==> config.mk <==
export PLATFORM = sky130hd
export DESIGN_NAME = ext_trig_cond
export DESIGN_NICKNAME = d
export VERILOG_FILES = /design/src/rtl/ext_trig_pkg.sv /design/src/rtl/ext_trig_rst_sync.sv /design/src/rtl/ext_trig_sync.sv /design/src/rtl/ext_trig_filter.sv /design/src/rtl/ext_trig_edge_delay.sv /design/src/rtl/ext_trig_cond.sv
export SDC_FILE = /design/constraint.sdc
export NUM_CORES = 1
export LEC_CHECK = 0
export ABC_AREA = 1
export BUFFER_PORTS_ARGS = -buffer_cell sky130_fd_sc_hd__buf_2
export CORE_MARGIN = 5
export CORE_UTILIZATION = 50
export DETAILED_ROUTE_END_ITERATION = 10
export PLACE_DENSITY = 0.68
export SYNTH_ARGS = -nofsm -noshare
export SYNTH_HDL_FRONTEND = slang
export SYNTH_SLANG_ARGS = --single-unit
==> constraint.sdc <==
create_clock -name clk -period 0.9 [get_ports clk]
set_input_delay 0.09 -clock clk [delete_from_list [all_inputs] [get_ports clk]]
set_output_delay 0.09 -clock clk [all_outputs]
set_load 0.005 [all_outputs]
==> src/rtl/ext_trig_pkg.sv <==
package ext_trig_pkg;

  typedef enum logic {
    EDGE_RISE = 1'b0,
    EDGE_FALL = 1'b1
  } edge_e;

  typedef enum logic [1:0] {
    DLY_NONE = 2'b00,
    DLY_X1   = 2'b01,
    DLY_X2   = 2'b10,
    DLY_X4   = 2'b11
  } dly_e;

  // log2 of the sampling period in base-clock cycles
  function automatic int period_log2(input int base_log2, input logic div4, input logic dbl);
    return base_log2 + int'(div4) + int'(dbl);
  endfunction

  // delay in base-clock cycles; doubling halves the nonzero settings
  function automatic int delay_cycles(input int unit_log2, input logic [1:0] sel, input logic dbl);
    if (sel == DLY_NONE) return 0;
    return 1 << (unit_log2 + int'(sel) - 1 - int'(dbl));
  endfunction

endpackage

==> src/rtl/ext_trig_rst_sync.sv <==
module ext_trig_rst_sync #(
  parameter int STAGES = 2
) (
  input  logic clk,
  input  logic rst_n,
  output logic rst_n_sync
);

  logic [STAGES-1:0] stage_q;
  logic [STAGES-1:0] stage_d;

  always_comb begin
    stage_d[0] = 1'b1;
    for (int i = 1; i < STAGES; i++) stage_d[i] = stage_q[i-1];
  end

  always_ff @(posedge clk or negedge rst_n) begin
    if (!rst_n) stage_q <= '0;
    else        stage_q <= stage_d;
  end

  assign rst_n_sync = stage_q[STAGES-1];

endmodule

==> src/rtl/ext_trig_sync.sv <==
module ext_trig_sync #(
  parameter int STAGES = 2
) (
  input  logic clk,
  input  logic rst_n,
  input  logic din,
  output logic dout
);

  logic [STAGES-1:0] chain_q;
  logic [STAGES-1:0] chain_d;

  always_comb begin
    chain_d[0] = din;
    for (int i = 1; i < STAGES; i++) chain_d[i] = chain_q[i-1];
  end

  always_ff @(posedge clk or negedge rst_n) begin
    if (!rst_n) chain_q <= '0;
    else        chain_q <= chain_d;
  end

  assign dout = chain_q[STAGES-1];

endmodule

==> src/rtl/ext_trig_filter.sv <==
module ext_trig_filter
  import ext_trig_pkg::*;
#(
  parameter  int BASE_LOG2 = 1,
  parameter  int MATCH     = 3,
  localparam int DIV_W     = BASE_LOG2 + 2,
  localparam int RUN_W     = (MATCH > 1) ? $clog2(MATCH) : 1
) (
  input  logic clk,
  input  logic rst_n,
  input  logic din,
  input  logic div4,
  input  logic dbl,
  output logic level
);

  logic             prev_q;
  logic [DIV_W-1:0] div_q, div_d;
  logic [RUN_W-1:0] run_q, run_d;
  logic             level_q, level_d;
  logic [DIV_W-1:0] period_m1;
  logic             chg;
  logic             tick;
  logic             differs;
  logic             run_full;

  always_comb begin
    period_m1 = DIV_W'((1 << period_log2(BASE_LOG2, div4, dbl)) - 1);
    chg       = (din != prev_q);
    tick      = (div_q >= period_m1);
    differs   = (prev_q != level_q);
    run_full  = (run_q == RUN_W'(MATCH - 1));
  end

  // tick divider restarts on every synchronized change of the pin
  always_comb begin
    if (chg || tick) div_d = '0;
    else             div_d = div_q + 1'b1;
  end

  always_comb begin
    level_d = level_q;
    run_d   = run_q;
    if (tick && differs && run_full) begin
      level_d = prev_q;
      run_d   = '0;
    end else if (chg) begin
      run_d = '0;
    end else if (tick) begin
      if (differs) run_d = run_q + 1'b1;
      else         run_d = '0;
    end
  end

  always_ff @(posedge clk or negedge rst_n) begin
    if (!rst_n) begin
      prev_q  <= 1'b0;
      div_q   <= '0;
      run_q   <= '0;
      level_q <= 1'b0;
    end else begin
      prev_q  <= din;
      div_q   <= div_d;
      run_q   <= run_d;
      level_q <= level_d;
    end
  end

  assign level = level_q;


  level_on_tick_chk: assert property (@(posedge clk) disable iff (!rst_n)
    (level_q != $past(level_q)) |-> $past(tick));


  tick_spacing_chk: assert property (@(posedge clk) disable iff (!rst_n)
    tick |=> !tick);

endmodule

==> src/rtl/ext_trig_edge_delay.sv <==
module ext_trig_edge_delay
  import ext_trig_pkg::*;
#(
  parameter  int UNIT_LOG2 = 2,
  localparam int CNT_W     = UNIT_LOG2 + 3
) (
  input  logic       clk,
  input  logic       rst_n,
  input  logic       level,
  input  logic       en,
  input  logic       edge_fall,
  input  logic [1:0] dly_sel,
  input  logic       dbl,
  output logic       strobe
);

  logic             last_q;
  logic             busy_q, busy_d;
  logic [CNT_W-1:0] cnt_q, cnt_d;
  logic             strobe_q, strobe_d;
  logic             act_edge;
  logic [CNT_W-1:0] dly_val;

  always_comb begin
    dly_val = CNT_W'(delay_cycles(UNIT_LOG2, dly_sel, dbl));
    if (edge_e'(edge_fall) == EDGE_FALL) act_edge = en && !level && last_q;
    else                                 act_edge = en && level && !last_q;
  end

  always_comb begin
    strobe_d = 1'b0;
    busy_d   = busy_q;
    cnt_d    = cnt_q;
    if (!en) begin
      busy_d = 1'b0;
      cnt_d  = '0;
    end else if (busy_q) begin
      if (cnt_q == CNT_W'(1)) begin
        strobe_d = 1'b1;
        busy_d   = 1'b0;
        cnt_d    = '0;
      end else begin
        cnt_d = cnt_q - 1'b1;
      end
    end else if (act_edge && !strobe_q) begin
      if (dly_val == '0) begin
        strobe_d = 1'b1;
      end else begin
        busy_d = 1'b1;
        cnt_d  = dly_val;
      end
    end
  end

  always_ff @(posedge clk or negedge rst_n) begin
    if (!rst_n) begin
      last_q   <= 1'b0;
      busy_q   <= 1'b0;
      cnt_q    <= '0;
      strobe_q <= 1'b0;
    end else begin
      last_q   <= level;
      busy_q   <= busy_d;
      cnt_q    <= cnt_d;
      strobe_q <= strobe_d;
    end
  end

  assign strobe = strobe_q;


  strobe_single_chk: assert property (@(posedge clk) disable iff (!rst_n)
    strobe_q |=> !strobe_q);


  no_strobe_when_off_chk: assert property (@(posedge clk) disable iff (!rst_n)
    !en |=> !strobe_q);


  pending_countdown_chk: assert property (@(posedge clk) disable iff (!rst_n)
    (busy_q && en) |=> (strobe_q || (cnt_q == $past(cnt_q) - 1'b1)));


  delay_loaded_chk: assert property (@(posedge clk) disable iff (!rst_n)
    $rose(busy_q) |-> (cnt_q != '0));

endmodule

==> src/rtl/ext_trig_cond.sv <==
module ext_trig_cond
  import ext_trig_pkg::*;
#(
  parameter int SYNC_STAGES      = 2,
  parameter int MATCH_COUNT      = 3,
  parameter int SAMPLE_BASE_LOG2 = 1,
  parameter int DELAY_UNIT_LOG2  = 2
) (
  input  logic       clk,
  input  logic       rst_n,
  input  logic       trig_raw,
  input  logic       trig_en,
  input  logic       edge_fall,
  input  logic       samp_div4,
  input  logic       period_dbl,
  input  logic [1:0] dly_sel,
  output logic       trig_strobe
);

  logic rst_n_int;
  logic pin_sync;
  logic level_filt;

  ext_trig_rst_sync #(.STAGES(2)) u_rst_sync (
    .clk        (clk),
    .rst_n      (rst_n),
    .rst_n_sync (rst_n_int)
  );

  ext_trig_sync #(.STAGES(SYNC_STAGES)) u_sync (
    .clk   (clk),
    .rst_n (rst_n_int),
    .din   (trig_raw),
    .dout  (pin_sync)
  );

  ext_trig_filter #(
    .BASE_LOG2 (SAMPLE_BASE_LOG2),
    .MATCH     (MATCH_COUNT)
  ) u_filter (
    .clk   (clk),
    .rst_n (rst_n_int),
    .din   (pin_sync),
    .div4  (samp_div4),
    .dbl   (period_dbl),
    .level (level_filt)
  );

  ext_trig_edge_delay #(.UNIT_LOG2(DELAY_UNIT_LOG2)) u_edge_delay (
    .clk       (clk),
    .rst_n     (rst_n_int),
    .level     (level_filt),
    .en        (trig_en),
    .edge_fall (edge_fall),
    .dly_sel   (dly_sel),
    .dbl       (period_dbl),
    .strobe    (trig_strobe)
  );


  reset_quiet_chk: assert property (@(posedge clk)
    !rst_n_int |=> !trig_strobe);

endmodule

* Word-level counts from Yosys, hierarchy flattened
Index checks and enable logic that the tools add are counted.
** Word-level totals
- Input port bits :: 9
- Memory bits (writable) :: 0
- Bits in registers :: 19
- Bits in latches :: 0
- Word-level logic and storage cells :: 66
- ROM bits :: 0
- Memories kept :: 0
** Cells by class
- Shifts and indexed selects :: 2
- Reductions and logical operators :: 15
- Add/subtract/negate cells :: 9
- $lt $le $gt $ge :: 1
- Divide/modulo/power cells :: 0
- Multipliers :: 0
- Muxes and demuxes :: 23
- Equality and inequality tests :: 6
- Bitwise gates (word level) :: 0
** Operator list (count)
- 32-bit by 2-bit adder with 32-bit output :: 1
- 1-bit by 32-bit << shifter with 3-bit output, first input constant :: 1
- 1-bit by 32-bit << shifter with 5-bit output, first input constant :: 1
- 32-bit by 2-bit subtractor with 32-bit output :: 1
- 32-bit by 2-bit subtractor with 32-bit output, second input constant :: 1
- 5-bit 2-to-1 mux :: 6
- 1-bit 2-to-1 mux :: 12
- 2-bit 2-to-1 mux :: 4
- 1-bit logical AND :: 7
- 5-bit by 1-bit == test with 1-bit output, second input constant :: 1
- 5-bit zero test :: 1
- 5-bit by 1-bit subtractor with 5-bit output, second input constant :: 1
- 2-bit by 2-bit adder with 3-bit output, first input constant :: 1
- 3-bit by 1-bit adder with 3-bit output, second input constant :: 1
- 3-bit >= comparator :: 1
- 1-bit zero test :: 3
- 3-bit 2-to-1 mux :: 1
- 3-bit by 1-bit != test with 1-bit output, second input constant :: 1
- 3-bit by 2-bit != test with 1-bit output, second input constant :: 1
- 3-bit nonzero test :: 1
- 3-bit by 2-bit subtractor with 3-bit output, second input constant :: 1
- 1-bit by 1-bit adder with 2-bit output, first input constant :: 1
- 2-bit by 1-bit adder with 2-bit output, second input constant :: 1
- 2-bit == test, second input constant :: 1
- other kinds (4) :: 5

* Depth between registers and ports, before layout
- Depth after elaboration :: 10
- Depth in mapped cells :: 11

* Modules after synthesis
Synthesis repeated with hierarchy kept, for this count alone.
** Second synthesis, totals
- Cells, all modules :: 168
- Area, all modules :: 1301.2 um^2
** Modules (own cells, without submodules)
- ext_trig_edge_delay :: sequential area each 200.2 um^2, times used 1, cells an instance 104, area each 706.9 um^2
- ext_trig_filter :: sequential area each 175.2 um^2, times used 1, cells an instance 59, area each 490.5 um^2
- ext_trig_rst_sync :: sequential area each 50.0 um^2, times used 1, cells an instance 3, area each 53.8 um^2
- ext_trig_sync :: sequential area each 50.0 um^2, times used 1, cells an instance 2, area each 50.0 um^2

* Least setup slack after synthesis
No wires, ideal clock.
- Path kind :: reg-to-reg
- From :: register u_filter.div_q[2]
- To :: register u_filter.run_q[0]
- Library setup time :: 0.118 ns
- Setup slack :: -0.508 ns
- Arrival :: 1.290 ns
- Clock period less this slack :: 1.408 ns
- Cell stages (with the launch flop) :: 8
- Cell sequence :: dfrtp_1 > ha_1 > nand2_1 > nor2_1 > a211oi_2 > nand2_1 > nand3b_1 > nand2_1
** On the way
- Cells in the longest elaborated chain, start to end :: 4
- Elaborated cells on any way between the ends :: 5
- Classes of those cells :: order compare: 1; mux: 1; reduce/logical: 3
** RTL lines
- start, declared :: RTL line ext_trig_filter.sv:18 : logic [DIV_W-1:0] div_q, div_d;
- start signal, assigned :: RTL line ext_trig_filter.sv:63 : div_q <= div_d;
- 3-bit >= comparator * :: RTL line ext_trig_filter.sv:30 : tick = (div_q >= period_m1);
- 1-bit logical AND (2 in a row) :: RTL line ext_trig_filter.sv:44 : if (tick && differs && run_full) begin
- 3-bit nonzero test (no source line) or 2-bit 2-to-1 mux (tied branches)
- end signal, assigned :: RTL line ext_trig_filter.sv:64 : run_q <= run_d;
- end, declared :: RTL line ext_trig_filter.sv:19 : logic [RUN_W-1:0] run_q, run_d;
Every way passes the cells marked *; elsewhere a longest branch is shown, timed or not.
A chain may end at the register's enable or synchronous reset.

* Final worst setup path
- From :: register u_filter.div_q[2]
- To :: register u_filter.run_q[1]
The elaborated chain is that of the path after synthesis.

==> results.ini <==
[route]
routed_wl_um=2830
drc_errors=0
routed_via_density=5.07
drt_iter0_drc=29
ant_nets=0
vias=1166
dr.pass1.iters=4
wire_per_inst_um=12.3

[floorplanning]
row_count=18
dieArea_um2=3680
core_area_um2=2480
initial_utilization_pct=51.8
chipWidth_um=60.7
io_pins=10
die_y_um=60.7

[sta]
rsz0062_at_grt=yes
finalCritPeriodShare_pct=154
drv_slew=0
finalSetupViolations=14
finalCriticalPeriod_ns=1.39
max_freq_mhz=720
finalHoldViolCount=0
fin_ws_ns=-0.488
holdWs_ns=0.0523
skew_ns=0.00205

[setup_path]
cp-start-kind=register
critPathArrivalTime_ns=1.58
cp.required_ns=1.10
end_kind=register
r2r-start=u_filter.div_q[2]
worstSetupPathType=register to register
crit_fanout=4
critPathMaxStageDelay_ns=0.42
cp_cell_sequence=ha_4 -> nand2_2 -> nor2_2 -> a211oi_2 -> nand2_2 -> nand3b_1 -> nand2_1
rr_worst_depth=7
crit_top_cell=nand2_2
regToRegSetupSlack_ns=-0.49
cp_slowest_cell=dfrtp_1
worstReg2RegEnd=u_filter.run_q[1]

[layout]
fin_util_pct=72.7
layout.nets=223
drive_gt1_share_pct=44.0
regArea_um2=478
multi_input_area_um2=885
fillers=196
area_growth_syn_to_layout_pct=40.3
antenna_cells=0

[outcome]
failed_checks=setup timing
outcome=finished with violations

[cts]
htreeDepth=1
cts_max_path_buffers=2
clk_pin_slew_ns=0.11
cts_num_sinks=19
ctsRootBufferMaster=clkbuf_4
cts_buffers=3
cts_tree=yes
clk_latency_ns=0.29

[grt]
grt_max_degree=15
grt-ovfl-total=0
grt_usage_pct=18.2
antenna_found_initial=0
grt_pass1_wl_um=5160
first_global_vias=1225

[job]
cap_viol_max_count=0

[synth]
avgSynthCellArea_um2=8.02
ys_seq_elements=19
async_flop_share_pct=100
seq_area_frac_synth_pct=37.0
synthTopCellsByCount=nand2_1 (36), dfrtp_1 (19), inv_1 (18)
synth_cells=160
synth_top_area_share_pct=37.0
synth.distinct_cells=26
synth_nets=182
synth.area.top_cells=dfrtp_1 (37%), ha_1 (13%), nand2_1 (11%)
ys.flop_type=dfrtp_1
yosysTopAreaCell=dfrtp_1
synth_edf_count=0
synth.most_common_cell=nand2_1
synth_warnings=0
synth_area_um2=1280

[place]
place_congestion=0.828
port-buffer-count=9
post-dp-hpwl_um=2260

[worst_hold_path]
hp-class=register to asynchronous set/reset pin

[power]
p_per_area_nw_per_um2=1210
ir_drop_uv=1410
leakage_nw=0.873

==> worst max path at each step <==
stage | endpoint | depth (start not counted) | start
global route | u_filter.run_q[0] | 7 | u_filter.div_q[2]
global placement | u_filter.run_q[0] | 10 | period_dbl
detailed placement | u_filter.run_q[1] | 10 | period_dbl
floorplan | u_filter.run_q[0] | 7 | u_filter.div_q[1]
finish | u_filter.run_q[1] | 7 | u_filter.div_q[2]
CTS | u_filter.run_q[0] | 7 | u_filter.div_q[1]
==> cell usage in the layout, fill, tap and decap left out, types with 2 or more instances in the layout <==
cell type	instances
inv_4	2
inv_2	6
nand3_1	11
nand3b_1	2
inv_1	13
ha_4	7
buf_2	8
nor2_2	3
a21oi_2	5
ha_1	6
clkbuf_4	3
dfrtp_1	17
nand2_2	4
nor2_4	3
nor3_1	2
buf_4	25
dfrtp_2	2
dlygate4sd3_1	2
nand4_1	4
a21oi_1	2
nand3_2	8
nor2_1	14
nand2_1	34
o21ai_2	3
buf_6	2
xnor2_1	2
==> where the power goes <==
part	total, mW	leakage, nW	switching, mW	internal (mW)
Clock	0.431	0.0139	0.262	0.169
Sequential	0.976	0.248	0.0565	0.919
Combinational	0.779	0.611	0.410	0.369
==> registers in the layout, indices dropped and copies added (netlist names) <==
name / count
u_sync.chain_q: 2
u_filter.div_q: 3
u_edge_delay.strobe: 1
u_filter.prev_q: 1
u_rst_sync.stage_q: 2
u_edge_delay.busy_q: 1
u_edge_delay.cnt_q: 5
u_edge_delay.last_q: 1
u_filter.run_q: 2
u_filter.level: 1
==> cell type report <==
cell class	count	share of cell area, %
Tap cell	30	2.08
Inverter	22	5.56
Timing Repair Buffer	37	15.0
Clock inverter	1	0.417
Multi-Input combinational cell	118	49.1
Clock buffer	3	1.25
Sequential cell	19	26.5
==> stage by stage <==
step	instances	worst slack, ns	TNS (ns)	total power [mW]	area [um2]
3_3_place_gp	221	-0.686	-7.65	1.64	1650
5_1_grt	230	-0.594	-6.12	2.36	1800
4_1_cts	229	-0.510	-4.90	2.20	1790
3_5_place_dp	221	-0.800	-8.60	1.68	1650
6_report	230	-0.488	-4.89	2.19	1800
2_1_floorplan	160	-0.478	-3.90	1.44	1410
==> cell families (layout without fill, tap and decap cells) <==
logic type	after synthesis	after routing	share of synthesized area, %
adders and majority gates	13	13	12.7
buffers and inverters	23	63	7.50
AOI/OAI and AO/OA	14	14	8.68
DFF	19	19	37.0
and+or+nand+nor	87	87	31.8
xor gates and xnor gates	3	3	2.05
other	1	1	0.292
==> critical path: cells and delay by family (launching register included) <==
family	cells	cell delay, ns
flip-flops	1	0.42
adder cells (fa/ha/maj)	1	0.24
AND/OR/NAND/NOR	5	0.39
AO/OA/AOI/OAI	1	0.25
==> metal layers <==
metal	track usage [%]	share of wire [%]	vias up
met4	2.79	0.32	0
met2	33.0	52	20
met3	4.47	4.5	2
met5	0	0	-
li1	-	-	599
met1	22.3	44	545
==> timing repair <==
item | 4_1_cts | 5_1_grt
endpoints found under the setup margin | 14 | 14
gates resized for setup | 18 | 2
hold buffers | 2 | 0
setup buffers | 2 | 1
hold endpoints to repair | 3 | 0
pin swaps | 14 | 4
(Power assumes the default switching activity.)
